File: src/rtl/card_irq_pkg.sv
package card_irq_pkg;
  localparam int unsigned SRC_W      = 13;
  localparam int unsigned BUS_W      = 32;
  localparam int unsigned CLKOFF_BIT = 4;
  localparam int unsigned RXREQ_BIT  = 5;
  localparam int unsigned TXREQ_BIT  = 6;
endpackage

File: src/rtl/cirq_req_bank.sv
module cirq_req_bank #(
  parameter int unsigned N          = 13,
  parameter int unsigned CLKOFF_BIT = 4
) (
  input  logic         clk_i,
  input  logic         rst_ni,
  input  logic [N-1:0] set_i,
  input  logic [N-1:0] clr_i,
  input  logic         start_i,
  input  logic         stop_i,
  output logic [N-1:0] req_o,
  output logic [N-1:0] req_nxt_o,
  output logic         clk_en_o
);
  logic [N-1:0] req_q, req_d;
  logic         clk_en_q, clk_en_d;

  always_comb begin
    req_d    = (req_q & ~clr_i) | set_i;
    clk_en_d = clk_en_q;
    if (stop_i) begin
      req_d[CLKOFF_BIT] = 1'b1;
      clk_en_d          = 1'b0;
    end else if (start_i) begin
      req_d[CLKOFF_BIT] = 1'b0;
      clk_en_d          = 1'b1;
    end
  end

  always_ff @(posedge clk_i or negedge rst_ni) begin
    if (!rst_ni) begin
      req_q    <= '0;
      clk_en_q <= 1'b0;
    end else begin
      req_q    <= req_d;
      clk_en_q <= clk_en_d;
    end
  end

  assign req_o     = req_q;
  assign req_nxt_o = req_d;
  assign clk_en_o  = clk_en_q;
endmodule

File: src/rtl/cirq_mask_reg.sv
module cirq_mask_reg #(
  parameter int unsigned N  = 13,
  parameter int unsigned DW = 32
) (
  input  logic          clk_i,
  input  logic          rst_ni,
  input  logic          we_i,
  input  logic [DW-1:0] wdata_i,
  output logic [N-1:0]  mask_o,
  output logic [N-1:0]  mask_nxt_o
);
  logic [N-1:0] mask_q, mask_d;
  logic         unused_hi;

  assign unused_hi = ^wdata_i[DW-1:N];
  assign mask_d    = we_i ? wdata_i[N-1:0] : mask_q;

  always_ff @(posedge clk_i or negedge rst_ni) begin
    if (!rst_ni) mask_q <= '0;
    else         mask_q <= mask_d;
  end

  assign mask_o     = mask_q;
  assign mask_nxt_o = mask_d;
endmodule

File: src/rtl/cirq_route.sv
module cirq_route #(
  parameter int unsigned N      = 13,
  parameter int unsigned RX_BIT = 5,
  parameter int unsigned TX_BIT = 6
) (
  input  logic         clk_i,
  input  logic         rst_ni,
  input  logic [N-1:0] req_i,
  input  logic [N-1:0] mask_i,
  input  logic         dma_en_i,
  output logic         irq_o,
  output logic         rx_dma_o,
  output logic         tx_dma_o
);
  logic [N-1:0] fifo_sel, eff_mask;

  // bits steered to DMA when DMA mode is on
  for (genvar g = 0; g < N; g++) begin : g_sel
    assign fifo_sel[g] = (g == RX_BIT) || (g == TX_BIT);
  end

  assign eff_mask = mask_i | (dma_en_i ? fifo_sel : '0);

  always_ff @(posedge clk_i or negedge rst_ni) begin
    if (!rst_ni) begin
      irq_o    <= 1'b0;
      rx_dma_o <= 1'b0;
      tx_dma_o <= 1'b0;
    end else begin
      irq_o    <= |(req_i & ~eff_mask);
      rx_dma_o <= dma_en_i & req_i[RX_BIT];
      tx_dma_o <= dma_en_i & req_i[TX_BIT];
    end
  end
endmodule

File: src/rtl/card_irq_router.sv
module card_irq_router
  import card_irq_pkg::*;
#(
  parameter int unsigned NUM_SRC = SRC_W,
  parameter int unsigned DATA_W  = BUS_W,
  parameter int unsigned CLK_BIT = CLKOFF_BIT,
  parameter int unsigned RX_BIT  = RXREQ_BIT,
  parameter int unsigned TX_BIT  = TXREQ_BIT
) (
  input  logic               clk_i,
  input  logic               rst_ni,
  input  logic               mask_we_i,
  input  logic [DATA_W-1:0]  mask_wdata_i,
  output logic [NUM_SRC-1:0] mask_rdata_o,
  input  logic [NUM_SRC-1:0] req_set_i,
  input  logic [NUM_SRC-1:0] req_clr_i,
  input  logic               dma_en_i,
  input  logic               clk_start_i,
  input  logic               clk_stop_i,
  output logic [NUM_SRC-1:0] req_o,
  output logic               clk_en_o,
  output logic               irq_o,
  output logic               rx_dma_o,
  output logic               tx_dma_o
);
  logic [NUM_SRC-1:0] req_nxt, mask_nxt;

  cirq_req_bank #(.N(NUM_SRC), .CLKOFF_BIT(CLK_BIT)) i_req (
    .clk_i, .rst_ni,
    .set_i(req_set_i), .clr_i(req_clr_i),
    .start_i(clk_start_i), .stop_i(clk_stop_i),
    .req_o(req_o), .req_nxt_o(req_nxt), .clk_en_o(clk_en_o)
  );

  cirq_mask_reg #(.N(NUM_SRC), .DW(DATA_W)) i_mask (
    .clk_i, .rst_ni,
    .we_i(mask_we_i), .wdata_i(mask_wdata_i),
    .mask_o(mask_rdata_o), .mask_nxt_o(mask_nxt)
  );

  cirq_route #(.N(NUM_SRC), .RX_BIT(RX_BIT), .TX_BIT(TX_BIT)) i_route (
    .clk_i, .rst_ni,
    .req_i(req_nxt), .mask_i(mask_nxt), .dma_en_i(dma_en_i),
    .irq_o(irq_o), .rx_dma_o(rx_dma_o), .tx_dma_o(tx_dma_o)
  );
endmodule

File: config.mk
export PLATFORM = sky130hd
export DESIGN_NAME = card_irq_router
export DESIGN_NICKNAME = d
export VERILOG_FILES = /design/src/rtl/card_irq_pkg.sv /design/src/rtl/cirq_req_bank.sv /design/src/rtl/cirq_mask_reg.sv /design/src/rtl/cirq_route.sv /design/src/rtl/card_irq_router.sv
export SDC_FILE = /design/constraint.sdc
export NUM_CORES = 1
export LEC_CHECK = 0
export ABC_AREA = 1
export BUFFER_PORTS_ARGS = -buffer_cell sky130_fd_sc_hd__buf_2
export CAP_MARGIN = 10
export CORE_MARGIN = 3
export CORE_UTILIZATION = 43
export DETAILED_ROUTE_END_ITERATION = 12
export PLACE_DENSITY = 0.88
export RECOVER_POWER = 50
export REMOVE_ABC_BUFFERS = 1
export SLEW_MARGIN = 25
export SYNTH_ARGS = -nofsm -noshare
export SYNTH_HDL_FRONTEND = slang
export SYNTH_SLANG_ARGS = --single-unit
File: constraint.sdc
create_clock -name clk_i -period 1.45 [get_ports clk_i]
set_input_delay 0.145 -clock clk_i [delete_from_list [all_inputs] [get_ports clk_i]]
set_output_delay 0.145 -clock clk_i [all_outputs]
set_load 0.02 [all_outputs]
==> summary by stage <==
Pwr
The internal power of the cells totals 1.399 mW. Per report_power, the sequential group accounts for 47.8% of the total. Summed over all cells, the static leakage comes to 1.157 nW. In this run, the clock network consumes about a third of the power. The worst vdd rail ir drop is roughly 0.60 mV. Combinational logic is responsible for 19.5% of the overall power.

The total power density per cell area is 1073 nW/um^2. The analysis attributes to net switching a power of approximately 540 uW. The switching power as a share of total power is roughly 28%.

Clocking
The clock net in this run drives a total of 30 sinks. The clock-pin slew of the registers on the worst-case setup and hold paths is 0.10 ns. The cts-stage hold buffer count is 2.

Counting along the longest clock path gives a buffer depth of 2. The source-to-sink clock delay at the later pin of the worst-skew pair is 0.31 ns. TritonCTS built the clock tree. Post-CTS repair changed the size of 0 cells. The H-tree generated during clock tree synthesis spans 2 levels.

The number of buffers created by CTS is 5. The tree is rooted in a clkbuf_4. Once the clock tree was built, the setup fixing pass inserted 0 buffers.

Logic synthesis
The number of warnings issued by yosys is 0. The synthesis-stage register bit count is 30. The fraction of the yosys area taken by sequential cells is 56.39%. The average instance in the mapped netlist occupies 8.020 um^2. After synthesis, the netlist uses 12 different library cells.

The cell area that synthesis handed to floorplanning was 1331 um^2. Synthesis handed over a netlist of between 150 and 200 instances.

STA
Across all setup checks in the final design, the least slack found is 0.3681 ns. The final-layout setup total negative slack is 0 ns. Setup repair after global routing left no endpoint under its margin. The hold violation count in the final report is 0. The normalized max-slew margin is 52.67%.

For the pin with the worst max-slew slack, the measured transition is between 0.7 and 0.8 ns. Setup violations remaining at the end of the flow were counted as 0. The final number of max-transition violations is 0. Derived from the worst setup path, the maximum achievable clock frequency is approximately 920 MHz.

The worst path uses 74.62% of the clock period. The clock skew is 0.004233 ns. The clock period could shrink to 1.082 ns.

Finish
The leading cell type in the layout, fill and taps excluded is buf_2. At the end of the flow, the number of nets in the layout was roughly 310. The count of placed standard cells in the final layout, fillers left out is around 280. Summing all multi-input logic gate instances after layout gives ~350 um^2. The post-route netlist has 34.27% of its cells at a drive strength greater than 1. The number of antenna cells inserted is 0. In the layout the commonest cells are buf_2, nand2_1, inv_1.

The register cell area after layout is 750.7 um^2. The synthesis-to-finish area growth is 35.90%. The final standard cell utilization of the core is between 60% and 70%. Fill cells in the final layout number between 200 and 300. The post-route cell area is between 1500 and 2000 um^2.

Route
Using the TritonRoute via totals, the vias-per-cell ratio works out to around 4.3. The routed via count is around 1.2k. The detailed-router iteration count before antenna repair is 2.

The mean routed wirelength per cell is 10.27 um. In this run the remaining antenna-violating nets after routing total 0. The number of DRC violations after detailed routing is 0. The total wire length after detailed routing is 2864 um. The number of DRC violations after detailed-routing iteration 0 is 9.

Flow run
The max capacitance violation total is 0.

Setup path
The maximum fanout count along the critical path is 2. The endpoint kind of the worst setup timing path is a register. Counting cells, the worst reg-to-reg path comes to 9. The startpoint type of the worst setup path is a register. At the worst endpoint, the required time is 1.66 ns. STA puts the critical path data arrival time at 1.29 ns.

The worst setup path is of the register to register kind. The largest single stage delay on the critical path is 0.37 ns. The cell seen most often among critical-path stages is nand2_1. Traced cell by cell, the critical path runs through inv_1 > nand2_2 > nand2_1 > nand2_1 > nand2_1 > nor2_1 > nand2_1 > nor2_1 > nand2_1. The slowest library cell on the worst path is dfrtp_1.

Die
The floorplan die area is 3799 um^2. In this run the core area contains 19 standard-cell rows. Once the floorplan was initialized, standard cells occupied 46.67% of the core. The top-level I/O count is 94.

The vertical die dimension is 61.64 um. The die is 61.64 um wide. The area of the core region is 2853 um^2.

Global route
For this run, global-route usage on met1 was measured as between 10% and 20%. The met3 track utilization from global routing is about 4.4%. The via count of the first global-routing pass is between 1k and 1.5k. Entering global routing, the biggest net connects 31 pins. The met2 usage is 29.75%.

The global routing stage identified its most utilized layer as met2. The initial antenna violation count is 0. The first global-routing pass estimated 4360 um of wire.

In the global route stage, overall resource usage came out at ~16%. The total grt overflow is 0.

Min path
The number of stages on the worst hold path is 2. The min-delay analysis places its worst path in the category primary input to register.

Status
The run finished with clean final reports.

Place
After legalization and detailed placement, the total HPWL measured between 2000 and 2500 um. At the placement stage, the worst setup path has a slack of 0.2682 ns. The number of buffers inserted by port buffering is 74. The placed instances occupy a cell area of 1718 um^2.

The cell count after placement is 269. The global placement routability congestion is 0.7124.
==> metal layers <==
| layer | vias to the layer above | part of all wire (%) |
|---|---|---|
| li1 | 629 | - |
| met1 | 518 | 40 |
| met2 | 40 | 53 |
| met3 | 2 | 6.2 |
| met4 | 0 | 0.45 |
| met5 | - | 0 |
==> power groups by stage <==
stage / clock network [mW] / registers, mW / logic [mW]
2_1_floorplan: 0 / 1.03 / 0.129
3_3_place_gp: 0 / 0.940 / 0.375
3_5_place_dp: 0 / 0.944 / 0.384
4_1_cts: 0.651 / 0.928 / 0.389
5_1_grt: 0.693 / 0.936 / 0.430
6_report: 0.636 / 0.928 / 0.378
==> through the flow <==
stage	power, mW	hold slack [ns]
final	1.941	0.02468
after floorplan	1.156	-0.1506
after global placement	1.315	0.2118
after global routing	2.060	0.02150
after detailed placement	1.328	0.2103
after CTS	1.968	0.01138
==> cells by family after synthesis <==
family / synth area share [%]
DFF: 56.39
and+or+nand+nor: 18.05
buffers and inverters: 16.82
AOI/OAI and AO/OA: 8.740
==> worst paths after layout <==
path / slack (ns) / end / startpoint
worst max register to register: 0.37 / i_route.irq_o / i_mask.mask_o[11]
min in group asynchronous: 0.40 / i_route.rx_dma_o / rst_ni
worst min-delay path: 0.02 / i_req.req_o[8] / req_clr_i[8]
worst min register to register: 0.50 / i_req.req_o[7] / i_req.req_o[7]
worst max-delay path: 0.37 / i_route.irq_o / i_mask.mask_o[11]
max in group asynchronous: 0.60 / i_req.req_o[9] / rst_ni
==> flip-flops by register name (all words and copies together), names as in the netlist <==
signal,flops
i_mask.mask_o,13
i_req.clk_en_o,1
i_req.req_o,13
i_route.irq_o,1
i_route.rx_dma_o,1
i_route.tx_dma_o,1
==> layout make-up <==
type                       count  share of cell area [%]
sequential                    30                   41.49
timing repair buffer          76                   21.58
multi-input combinational     81                   19.36
inverter                      53                   11.13
clock inverter                 3                   2.213
tap                           31                   2.144
clock buffer                   5                   2.075
==> cell usage after synthesis <==
master	number	area share, %
a21oi_1	4	1.5
buf_6	2	1.7
dfrtp_1	30	56
inv_1	52	15
inv_4	1	0.47
nand2_1	53	15
nand2_2	3	1.4
nor2_1	6	1.7
o21ai_0	5	1.9
o21ai_1	2	0.75
o21ai_2	1	0.66
o21bai_1	7	3.9
==> worst max-delay path, delay by kind of cell (launching register included) <==
family,cells,cell delay [ns]
buffers and inverters,1,0.06
flip-flops,1,0.37
AND/OR/NAND/NOR,8,0.55
No activity file was read; power rests on OpenSTA's default activity.
